`src/rtl/lss_pkg.sv`:
```
// Shared types and sizes for the phase lock start sequencer.
// Assumes a single logic clock; all inputs synchronous to it.
package lss_pkg;
    localparam int DLY_W   = 5;   // first-edge delay width
    localparam int RUN_W   = 16;  // run delay width
    localparam int CFG_W   = 16;  // packed delay config width
    localparam int FIELD_STRIDE = 8; // bit spacing of delay fields
    localparam int DIV_RATIO = 32;

    typedef enum logic [2:0] {
        ST_IDLE,
        ST_ARMED,
        ST_HOLD,
        ST_DELAY,
        ST_RUN
    } seq_state_t;
endpackage

```
`src/rtl/lss_fsm.sv`:
```
// Sequencing state machine: trigger -> polarity rise -> down-slope ->
// delay -> run. Abort has top priority and returns to idle.
// Assumes pulse inputs are one-cycle, synchronous to clk.
module lss_fsm
    import lss_pkg::*;
#(
    parameter int RUN_W_P = RUN_W
) (
    input  logic               clk,
    input  logic               rst_n,
    input  logic               abort,
    input  logic               freq_trig,
    input  logic               pol,
    input  logic               dn_pulse,
    input  logic [RUN_W_P-1:0] run_dly,
    output logic               hold,
    output logic               load_n,
    output logic               run
);
    seq_state_t         state_q;
    logic [RUN_W_P-1:0] cnt_q;
    logic               pol_q;
    logic               pol_rise;

    // Detect a negative-to-positive zero crossing.
    assign pol_rise = pol & ~pol_q;

    // Polarity history; reset high so a high level after reset is no edge.
    always_ff @(posedge clk) begin
        if (!rst_n) pol_q <= 1'b1;
        else        pol_q <= pol;
    end

    // State progression and release-to-run delay count.
    always_ff @(posedge clk) begin
        if (!rst_n || abort) begin
            state_q <= ST_IDLE;
            cnt_q   <= '0;
        end else begin
            case (state_q)
                ST_IDLE:  if (freq_trig) state_q <= ST_ARMED;
                ST_ARMED: if (pol_rise)  state_q <= ST_HOLD;
                ST_HOLD: if (dn_pulse) begin
                    state_q <= ST_DELAY;
                    cnt_q   <= '0;
                end
                ST_DELAY: begin
                    if (cnt_q == run_dly) state_q <= ST_RUN;
                    else                  cnt_q   <= cnt_q + 1'b1;
                end
                ST_RUN:   state_q <= ST_RUN;
                default:  state_q <= ST_IDLE;
            endcase
        end
    end

    // Output decode from the state register.
    always_comb begin
        hold   = (state_q == ST_HOLD) || (state_q == ST_DELAY) || (state_q == ST_RUN);
        load_n = !((state_q == ST_DELAY) || (state_q == ST_RUN));
        run    = (state_q == ST_RUN);
    end
endmodule

```
`src/rtl/lss_div32.sv`:
```
// Strobe divider with programmable first-edge delay. While clear is high
// the output is 0. Once released it waits dly clocks, drives the output
// high, then toggles it on every RATIO/2-th strobe.
module lss_div32 #(
    parameter int DLY_W = 5,
    parameter int RATIO = 32
) (
    input  logic             clk,
    input  logic             rst_n,
    input  logic             clear,
    input  logic             stb,
    input  logic [DLY_W-1:0] dly,
    output logic             div_o
);
    localparam int HALF  = RATIO / 2;
    localparam int SUB_W = (HALF > 1) ? $clog2(HALF) : 1;
    localparam logic [SUB_W-1:0] SUB_LAST = SUB_W'(HALF - 1);

    logic [DLY_W-1:0] wait_q;
    logic             started_q;
    logic [SUB_W-1:0] sub_q;
    logic             out_q;

    // First-edge delay, then strobe counting with output toggle.
    always_ff @(posedge clk) begin
        if (!rst_n || clear) begin
            wait_q    <= '0;
            started_q <= 1'b0;
            sub_q     <= '0;
            out_q     <= 1'b0;
        end else if (!started_q) begin
            if (wait_q == dly) begin
                started_q <= 1'b1;
                out_q     <= 1'b1;
                sub_q     <= '0;
            end else begin
                wait_q <= wait_q + 1'b1;
            end
        end else if (stb) begin
            if (sub_q == SUB_LAST) begin
                sub_q <= '0;
                out_q <= ~out_q;
            end else begin
                sub_q <= sub_q + 1'b1;
            end
        end
    end

    assign div_o = out_q;
endmodule

```
`src/rtl/lock_start_seq.sv`:
```
// Top of the phase lock start sequencer: one state machine and two
// delayed divide-by-32 counters. Abort clears the counters in the same
// edge as the state machine.
module lock_start_seq
    import lss_pkg::*;
(
    input  logic             clk,
    input  logic             rst_n,
    input  logic             abort,
    input  logic             freq_trig,
    input  logic             pol,
    input  logic             dn_pulse,
    input  logic             rf_a_stb,
    input  logic             rf_b_stb,
    input  logic [CFG_W-1:0] dly_cfg,
    input  logic [RUN_W-1:0] run_dly,
    output logic             hold,
    output logic             load_n,
    output logic             run,
    output logic             div_a,
    output logic             div_b
);
    localparam int NCH = 2;

    logic [NCH-1:0] stb_v;
    logic [NCH-1:0] div_v;
    logic           div_clear;

    lss_fsm #(.RUN_W_P(RUN_W)) u_fsm (
        .clk       (clk),
        .rst_n     (rst_n),
        .abort     (abort),
        .freq_trig (freq_trig),
        .pol       (pol),
        .dn_pulse  (dn_pulse),
        .run_dly   (run_dly),
        .hold      (hold),
        .load_n    (load_n),
        .run       (run)
    );

    // Counters idle while load is high or an abort is arriving.
    assign div_clear = load_n | abort;
    assign stb_v     = {rf_b_stb, rf_a_stb};

    // One delayed divider per RF channel; delay fields every FIELD_STRIDE bits.
    for (genvar ch = 0; ch < NCH; ch++) begin : g_ch
        lss_div32 #(.DLY_W(DLY_W), .RATIO(DIV_RATIO)) u_div (
            .clk   (clk),
            .rst_n (rst_n),
            .clear (div_clear),
            .stb   (stb_v[ch]),
            .dly   (dly_cfg[ch*FIELD_STRIDE +: DLY_W]),
            .div_o (div_v[ch])
        );
    end

    assign div_a = div_v[0];
    assign div_b = div_v[1];
endmodule

```
`config.mk`:
```
export PLATFORM = sky130hd
export DESIGN_NAME = lock_start_seq
export DESIGN_NICKNAME = d
export VERILOG_FILES = /design/src/rtl/lss_pkg.sv /design/src/rtl/lss_fsm.sv /design/src/rtl/lss_div32.sv /design/src/rtl/lock_start_seq.sv
export SDC_FILE = /design/constraint.sdc
export NUM_CORES = 1
export LEC_CHECK = 0
export BUFFER_PORTS_ARGS = -buffer_cell sky130_fd_sc_hd__buf_2
export CORE_MARGIN = 5
export CORE_UTILIZATION = 55
export CTS_BUF_LIST = sky130_fd_sc_hd__clkbuf_2 sky130_fd_sc_hd__clkbuf_4 sky130_fd_sc_hd__clkbuf_8
export CTS_CLUSTER_SIZE = 8
export DETAILED_ROUTE_END_ITERATION = 8
export PLACE_DENSITY_LB_ADDON = 0.05
export SYNTH_ARGS = -nofsm -noshare
export SYNTH_HDL_FRONTEND = slang
export SYNTH_SLANG_ARGS = --single-unit
```
`constraint.sdc`:
```
create_clock -name clk -period 1.75 [get_ports clk]
set_input_delay 0.0875 -clock clk [delete_from_list [all_inputs] [get_ports clk]]
set_output_delay 0.0875 -clock clk [all_outputs]
set_load 0.01 [all_outputs]
```
Word level (Yosys, flattened, before mapping)
Index checks and enable logic that the tools add are counted.
W data, S select, Z words.
- flip-flop bits (word level): 42
- latch bits: 0
- RAM bits: 0
- bits in read-only memories: 0
- input port bits: 40
- word-level logic and storage cells: 90
- memories kept: 0
- add/sub/neg operators: 5
- $mul: 0
- div/mod/pow operators: 0
- magnitude comparators: 0
- eq/ne operators: 18
- shifts and indexed selects: 0
- muxes and demuxes: 28
- bitwise operators: 9
- reduce and logical (&&, ||, !) cells: 19
- operators with widths (kind ; count):
    $mux W16 ; 2
    $mux W4 ; 8
    $pmux W16 S2 ; 1
    $add A16 B1 Y16 const B ; 1
    $eq A16 B16 Y1 ; 1
    $pmux W3 S5 ; 1
    $ne A2 B2 Y1 const B ; 7
    $mux W1 ; 12
    $mux W3 ; 4
    $add A5 B1 Y5 const B ; 2
    $eq A5 B5 Y1 ; 2
    $reduce_and A3 Y1 ; 3
    $add A4 B1 Y4 const B ; 2
    $eq A4 B4 Y1 const B ; 2
    $reduce_and A2 Y1 ; 4
    $not A1 Y1 ; 7
    $eq A3 B2 Y1 const B ; 2
    $reduce_bool A2 Y1 ; 3
    $logic_or A1 B1 Y1 ; 5
    $ne A2 B1 Y1 const B ; 2
    $reduce_and A4 Y1 ; 1
    $eq A3 B1 Y1 const B ; 1
    $eq A3 B3 Y1 const B ; 1
    $logic_not A3 Y1 ; 1
    3 further kinds ; 4

Depth between registers and ports, before layout
Gate-level depths: netlist of run 1.
- depth in word-level cells: 5
- mapped depth: 7

Hierarchy
From an unflattened synthesis of run 1, not the netlist that was laid out.
- cell total of the unflattened synthesis: 355
- area total of the unflattened synthesis: 2945.3 µm²
- modules (own cells, without submodules) (module ; times used ; cells each ; area an instance (µm²)):
    lss_div32 ; 2 ; 91 ; 737.0
    lss_fsm ; 1 ; 172 ; 1465.2
    lock_start_seq ; 1 ; 1 ; 6.3

Worst setup path after synthesis of run 1
OpenSTA, ideal clock, no wires.
- path type: reg-to-reg
- start point: register u_fsm.state_q[0]
- end point: register g_ch[0].u_div.sub_q[3]
- arrival: 1.598 ns
- data required time: 1.680 ns
- path slack: 0.082 ns
- cell stages (with the launch flop): 7
- period minus slack after synthesis: 1.668 ns
- cell sequence: dfxtp_1 buf_2 nor3b_1 nor2_1 nor2_1 o211ai_1 a21oi_1
- word-level cells in the longest chain between the ends: 5
- elaborated cells on any way between the ends: 6
- classes of those cells: eq/ne: 2; bitwise: 1; reduce/logical: 3
- RTL lines (item ; RTL line ; RTL):
    from (decl) ; lss_fsm.sv:20 ; seq_state_t state_q;
    from (signal assigned) ; lss_fsm.sv:37 ; state_q <= ST_IDLE;
    from (signal assigned) ; lss_fsm.sv:41 ; ST_IDLE: if (freq_trig) state_q <= ST_ARMED;
    from (signal assigned) ; lss_fsm.sv:42 ; ST_ARMED: if (pol_rise) state_q <= ST_HOLD;
    $eq A3 B3 Y1 ; - ;
    net run ; lock_start_seq.sv:19 ; output logic run,
    $logic_or A1 B1 Y1 ; lss_fsm.sv:60 ; load_n = !((state_q == ST_DELAY) || (state_q == ST_RUN));
    $logic_not A1 Y1 ; lss_fsm.sv:60 ;
    net load_n ; lock_start_seq.sv:18 ; output logic load_n,
    $or A1 B1 Y1 ; lock_start_seq.sv:43 ; assign div_clear = load_n | abort;
    $logic_or A1 B1 Y1 ; lss_div32.sv:26 ; if (!rst_n || clear) begin
    to (signal assigned) ; lss_div32.sv:44 ; sub_q <= sub_q + 1'b1;
    to (decl) ; lss_div32.sv:21 ; logic [SUB_W-1:0] sub_q;
The timed path passes the listed nets, and every way through them passes these cells.
A chain may end at the register's enable or synchronous reset.

Worst setup path in the final report of run 1
- start point: register u_fsm.cnt_q[7]
- end point: register u_fsm.cnt_q[10]
- word-level cells in the longest chain between the ends: 3
- elaborated cells on any way between the ends: 6
- classes of those cells: add/sub: 1; eq/ne: 2; mux: 2; reduce/logical: 1
- RTL lines (item ; RTL line ; RTL):
    from (decl) ; lss_fsm.sv:21 ; logic [RUN_W_P-1:0] cnt_q;
    from (signal assigned) ; lss_fsm.sv:49 ; else cnt_q <= cnt_q + 1'b1;
    $add A16 B1 Y16 / $eq A16 B16 Y1 (equally long branches) ; lss_fsm.sv:49, lss_fsm.sv:48 ;
    $mux W16 / $ne A2 B2 Y1 (equally long branches) ; - ;
    $pmux W16 S2 / $reduce_and A3 Y1 (equally long branches) ; - ;
Several ways; a longest one is shown, not always the timed one. The select of a mux whose other input is x is not followed.

==> results of run 1 <==
[worst register-to-register path, cell delays in order, from the launching register on]
cell	delay [ns]
dfxtp_4	0.37
xor2_2	0.16
nor4_4	0.33
and4_4	0.30
buf_12	0.12
a21oi_4	0.08
o311ai_2	0.26
[final timing paths]
path | startpoint | endpoint | slack [ns] | cells after the start
hold reg to reg | u_fsm.cnt_q[9]$_SDFFE_PP0P_ | u_fsm.cnt_q[9]$_SDFFE_PP0P_ | 0.49 | 2
setup reg to reg | u_fsm.cnt_q[7]$_SDFFE_PP0P_ | u_fsm.cnt_q[10]$_SDFFE_PP0P_ | 0.05 | 6
setup / recovery | u_fsm.cnt_q[7]$_SDFFE_PP0P_ | u_fsm.cnt_q[10]$_SDFFE_PP0P_ | 0.05 | 6
hold / removal | rf_b_stb | g_ch[1].u_div.sub_q[1]$_SDFFE_PP0P_ | 0.11 | 3
[power breakdown]
group / switching (mW) / leakage, nW / internal (mW)
clock network: 0.370 / 0.0441 / 0.281
registers: 0.00329 / 0.346 / 0.951
logic: 0.0718 / 0.934 / 0.0650
[layout by cell type, fill, tap and decap left out, drive strengths merged, types with 3 or more instances in the layout]
master and instances:
nand3b 4, nor2b 3, xor2 25, nor3 9, nor4 6, mux2i 6, xnor2 7, buf 80
nand4 11, or3 4, nand2 28, a211oi 4, nand3 16, clkbuf 6, and3 5, dfxtp 42
a21oi 15, nor2 25, inv 10, o211ai 4, o21ai 21, ha 5, nand2b 3, a31oi 8
[area by class of cell]
cell class              instances  area [µm²]  share of cell area [%]
clock buffers                   5        68.8                    2.07
multi-input cells             241        1680                    50.6
flip-flops and latches         42         866                    26.1
well taps                      54        67.6                    2.03
inverters                      10        37.5                    1.13
repair buffers                 83         579                    17.4
clock inverters                 3        21.3                   0.641
[sequential cells by signal, summed over array words and instances, names as in the netlist]
name,cells
u_fsm.state_q,3
u_fsm.cnt_q,16
u_fsm.pol_q,1
g_ch.u_div.started_q,2
g_ch.u_div.div_o,2
g_ch.u_div.sub_q,8
g_ch.u_div.wait_q,10
[timing repair]
action / CTS / global route
resized for setup: 0 / 33
buffers inserted: 0 / 9
endpoints found under the setup margin: 0 / 14
hold endpoints to repair: 1 / 0
hold buffers: 2 / 0
[per-layer routing]
| metal | vias to the layer above | part of all wire [%] | GRT usage, % |
|---|---|---|---|
| li1 | 1263 | - | - |
| met1 | 1168 | 45 | 30.2 |
| met2 | 88 | 48 | 34.3 |
| met3 | 10 | 5.5 | 4.01 |
| met4 | 0 | 1.4 | 9.09 |
| met5 | - | 0 | 0 |
[cell families after synthesis]
group,synth area share [%]
AOI/OAI and AO/OA,19.1
xor gates and xnor gates,10.9
adders and majority gates,2.43
buffers and inverters,5.63
DFF,32.6
muxes,2.33
and+or+nand+nor,27.0
[metrics by stage]
stage | total power, mW | setup slack [ns]
floorplan | 1.05 | 0.0817
detailed placement | 1.10 | 0.0384
global route | 1.82 | -0.00647
finish | 1.74 | 0.0522
CTS | 1.75 | 0.0111
global placement | 1.10 | 0.0380
==> metrics, run 1 <==
status=finished, final reports clean; vias in the first global route=2,393; TritonRoute pass-1 iters=4; routed vias=2,529; Inserted Diodes=0; required time worst endpoint=1.97 ns; total global-route track usage=22.1%; fillers=379; area leader, netlist=dfxtp_1; Final Hold Fails=0; # setup viols final=0; LEAKAGE=1.32 nW; Worst Path Arrival=1.92 ns; row count=25; first-pass GRT wire length=11,000 µm; die height=78.5 µm; Clock Skew=0.00271 ns; RSZ-0062 raised after global routing=yes; sequential share of the synthesized area=32.6%; layout cells sized above 1=34.1%; Syn Nets=353; Core ar.=4630 µm²; Post-Layout Inst Area=3320 µm²; Routed WL=6530 µm; CP max stage cell=dfxtp_4; Num CTS Buffers=5; mean area per synthesized cell=8.37 µm²; drt drc=0; f_max=589 MHz; Max Slew Vio Count=0; worst-path maximum fanout=5; Synth Register Bits=42; port bufs=38; largest net degree at the start of global routing=20; Buf/Inv on CP=1; maximum vdd drop=0.000416 V; Longest Clk Path Bufs=2; post-synth top area share=32.6%; pwr/cell area=525 nW/µm²; chip width=78.5 µm; Post-Layout Cell Count=438; Slew HR=74.9%; final core occ=71.7%; most numerous cell in the Yosys netlist=dfxtp_1; Clock transition at path regs=0.09 ns; slew at the pin closest to its max-slew limit=0.376 ns; CP Class=reg2reg; Yosys cell types=61; CTS tree=built; GRT Residual Overflow=0; Initial Utilization=55.7%; asr flop ratio synth=0%; Root Driver=clkbuf_8; fin crit share=97.0%; # IOs=45; Startpoint Class=flop; area grow syn2layout=28.8%; Detailed Route Iter0 Violations=213; Mapped Cells=308; Max-Cap Viols=0; Tmin final=1.70 ns; dpl hpwl=4680 µm; Worst Hold Margin=0.114 ns; # nets final=428; Inst Count DP=418; die area=6160 µm²; Antenna Nets Post-Route=0; Final TNS setup=0 ns; Cell Area, Placed=3000 µm²; CP top delay family=simple AND/OR/NAND/NOR gates; htree depth=2; DR vias/cell=5.77; worst skew pair latency=0.30 ns; crit-path max cell delay=0.37 ns; Synth area leaders=dfxtp_1 (33%), xor2_1 (8.5%), nand2_1 (4.1%); Hold Crit Class=in2reg; Crit. End Element=flop; Synth Flop Type=dfxtp_1; number of synthesized flops with an enable pin=0; gpl congestion=0.895; synth warn=0; list of most frequent post-synthesis cells=dfxtp_1 (42), nand2_1 (28), nor2_1 (25), xor2_1 (25); worst path cell trace=xor2_2 -> nor4_4 -> and4_4 -> buf_12 -> a21oi_4 -> o311ai_2; CTS Sinks=42; Routed WL per cell=14.9 µm; initial antenna violation count=0; Cell Area, Synth=2580 µm²
(Power assumes the default switching activity.)
==> inputs of run 2 (changes only) <==
--- a/config.mk
+++ b/config.mk
@@ -5,6 +5,7 @@
 export SDC_FILE = /design/constraint.sdc
 export NUM_CORES = 1
 export LEC_CHECK = 0
+export ABC_AREA = 1
 export BUFFER_PORTS_ARGS = -buffer_cell sky130_fd_sc_hd__buf_2
 export CORE_MARGIN = 5
 export CORE_UTILIZATION = 55
@@ -12,6 +13,8 @@
 export CTS_CLUSTER_SIZE = 8
 export DETAILED_ROUTE_END_ITERATION = 8
 export PLACE_DENSITY_LB_ADDON = 0.05
+export SETUP_SLACK_MARGIN = 0.3
 export SYNTH_ARGS = -nofsm -noshare
 export SYNTH_HDL_FRONTEND = slang
+export SYNTH_HIERARCHICAL = 1
 export SYNTH_SLANG_ARGS = --single-unit
==> metrics, run 2 <==
status=finished, final reports clean (unchanged); row count=26 (was 25); Power Total=1.92 mW (was 1.74 mW); GRT Residual Overflow=0 (unchanged); Inserted Diodes=0 (unchanged); FF+latch area=887 µm² (was 866 µm²); crit-path max cell delay=0.37 ns (about the same); Root Driver=clkbuf_8 (unchanged); die area=6960 µm² (was 6160 µm²); CTS Sinks=42 (unchanged); area grow syn2layout=24.8% (was 28.8%); drt drc=0 (unchanged); Crit. End Element=flop (unchanged); Worst Path Arrival=1.77 ns (was 1.92 ns); Longest Clk Path Bufs=2 (unchanged); synth warn=6 (was 0); Antenna Nets Post-Route=0 (unchanged); routed vias=3,139 (was 2,529); chip width=83.4 µm (was 78.5 µm); required time worst endpoint=1.98 ns (was 1.97 ns); layout cells sized above 1=30.1% (was 34.1%); DR vias/cell=5.03 (was 5.77); sequential share of the synthesized area=28.3% (was 32.6%); flop2flop setup slack=0.21 ns (was 0.05 ns); Inst Count DP=599 (was 418); Post-Layout Cell Count=624 (was 438); die height=83.4 µm (was 78.5 µm); Startpoint Class=flop (unchanged); Yosys cell types=31 (was 61); vias in the first global route=2,873 (was 2,393); asr flop ratio synth=0% (unchanged); biggest regs=u_fsm/cnt_q (16), g_ch.u_div/wait_q (10), g_ch.u_div/sub_q (8) (was u_fsm.cnt_q (16), g_ch.u_div.wait_q (10), g_ch.u_div.sub_q (8)); list of most frequent post-synthesis cells=nand2_1 (160), inv_1 (67), nor2_1 (64) (was dfxtp_1 (42), nand2_1 (28), nor2_1 (25), xor2_1 (25)); # IOs=45 (unchanged); Largest register FFs=16 (unchanged); CP max stage cell=dfxtp_4 (unchanged); htree depth=2 (unchanged); area leader, netlist=dfxtp_1 (unchanged); post-synth top area share=28.3% (was 32.6%); CTS tree=built (unchanged); Detailed Route Iter0 Violations=143 (was 213); Core ar.=5170 µm² (was 4630 µm²); fillers=459 (was 379); Syn Nets=538 (was 353); Synth area leaders=dfxtp_1 (28%), nand2_1 (20%), inv_1 (8.5%) (was dfxtp_1 (33%), xor2_1 (8.5%), nand2_1 (4.1%)); Synth Flop Type=dfxtp_1 (unchanged); worst skew pair latency=0.30 ns (about the same); Max-Cap Viols=0 (unchanged); Routed WL per cell=11.6 µm (was 14.9 µm); Routed WL=7230 µm (was 6530 µm); pwr/cell area=519 nW/µm² (was 525 nW/µm²); # nets final=598 (was 428); worst path cell trace=ha_1 -> nand2_2 -> nor2_4 -> nand3_2 -> o21ai_0 -> nand3_1 -> nand4_1 -> nand2_1 -> nor2_1 (was xor2_2 -> nor4_4 -> and4_4 -> buf_12 -> a21oi_4 -> o311ai_2); gpl congestion=0.871 (was 0.895); Clock transition at path regs=0.09 ns (about the same); fin crit share=87.7% (was 97.0%); Tmin final=1.54 ns (was 1.70 ns); Slew HR=67.6% (was 74.9%); Clock Skew=0.00814 ns (was 0.00271 ns); Buf/Inv on CP=0 (was 1); initial antenna violation count=0 (unchanged); most numerous cell in the Yosys netlist=nand2_1 (was dfxtp_1); Cell Area, Synth=2970 µm² (was 2580 µm²); maximum vdd drop=0.000459 V (was 0.000416 V); Mapped Cells=493 (was 308); most common cell after layout, fill and taps aside=nand2_1 (was buf_4); number of synthesized flops with an enable pin=0 (unchanged); Final TNS setup=0 ns (unchanged); dpl hpwl=4830 µm (was 4680 µm); CP top delay family=simple AND/OR/NAND/NOR gates (unchanged); most frequent cells in the layout=nand2_1 (144), inv_1 (60), nor2_1 (55) (was buf_4 (39), buf_2 (38), dfxtp_1 (30)); first-pass GRT wire length=12,000 µm (was 11,000 µm); Multi-input gate area=1860 µm² (was 1680 µm²); register with the most flip-flops=u_fsm/cnt_q (was u_fsm.cnt_q); largest net degree at the start of global routing=16 (was 20); pre-CTS setup slack=0.0674 ns (was 0.0384 ns); mean area per synthesized cell=6.02 µm² (was 8.37 µm²); total global-route track usage=19.9% (was 22.1%); Num CTS Buffers=5 (unchanged); Synth Register Bits=42 (unchanged); LEAKAGE=1.63 nW (was 1.32 nW); # setup viols final=0 (unchanged); Final Hold Fails=0 (unchanged); Hold Crit Class=in2reg (unchanged); RSZ-0062 raised after global routing=yes (unchanged); port bufs=38 (unchanged); setup ws final=0.215 ns (was 0.0522 ns); f_max=651 MHz (was 589 MHz); Max Slew Vio Count=0 (unchanged); worst-path maximum fanout=5 (unchanged); TritonRoute pass-1 iters=5 (was 4); Initial Utilization=57.4% (was 55.7%); slew at the pin closest to its max-slew limit=0.486 ns (was 0.376 ns); CP Class=reg2reg (unchanged)
==> run 2: changes by cell type after synthesis, moves of 8 or more <==
cell and delta:
a21oi_2 +8, a31oi_1 -8, inv_1 +57, inv_2 +15, nand2_1 +132, nand3_1 +8, nand4_1 +12, nor2_1 +39
xor2_1 -14
==> run 2: worst min-delay path, delay by kind of cell <==
family	cells	cell delay [ns]
AOI/OAI and AO/OA	1	0.06
buffers and inverters	1	0.11
and+or+nand+nor	1	0.07
==> run 2: logic make-up (layout without fill, tap and decap cells) <==
family | Yosys count | after routing | synth area share, %
simple gates | 296 | 297 | 43.7
buf+inv | 96 | 156 | 14.0
flops | 42 | 42 | 28.3
compound gates | 41 | 41 | 8.06
xor+xnor | 13 | 13 | 3.84
fa+ha+maj | 5 | 5 | 2.11
==> run 2: area by class of cell <==
class                           instances  area share (%)
Clock buffer                            6            2.06
Clock inverter                          2            1.01
Inverter                               84            9.05
Multi-Input combinational cell        356            50.3
Sequential cell                        42            24.0
Tap cell                               70            2.36
Timing Repair Buffer                   64            11.2
==> run 2: what timing repair did <==
action	4_1_cts	5_1_grt
gates cloned	1	1
hold buffers	2	0
hold endpoints to repair	1	0
endpoints found under the setup margin	23	26
pin swaps	4	38
resized for setup	36	43
buffers inserted	1	12
==> run 2: worst paths after layout <==
path                                        start                              endpoint  cells past startpoint
max                   u_fsm/cnt_q[0]$_SDFFE_PP0P_          u_fsm/cnt_q[12]$_SDFFE_PP0P_                      9
min                                      rf_b_stb   g_ch[1].u_div/sub_q[1]$_SDFFE_PP0P_                      3
max reg2reg           u_fsm/cnt_q[0]$_SDFFE_PP0P_          u_fsm/cnt_q[12]$_SDFFE_PP0P_                      9
min reg2reg  g_ch[0].u_div/wait_q[4]$_SDFFE_PP0P_  g_ch[0].u_div/wait_q[4]$_SDFFE_PP0P_                      2
==> run 2: per-stage QoR <==
step | utilization, % | hold WS [ns] | instance area [µm²]
final | 71.6 | 0.0813 | 3700
after global routing | 71.6 | 0.0647 | 3700
after CTS | 67.3 | 0.0769 | 3480
after detailed placement | 62.6 | 0.297 | 3240
after global placement | 62.6 | 0.292 | 3240
after floorplan | - | 0.156 | 2980
==> run 2: power by group <==
part / internal, mW / switching [mW] / leakage, nW
registers: 0.946 / 0.00570 / 0.351
clock network: 0.442 / 0.352 / 0.0548
logic: 0.0754 / 0.101 / 1.22
==> run 2: layer usage <==
metal  track usage [%]  part of all wire [%]  vias up
li1                  -                     -     1647
met1              23.3                    41     1370
met2              37.2                    51      104
met3              3.47                   6.0       18
met4              4.82                   1.6        0
met5                 0                     0        -
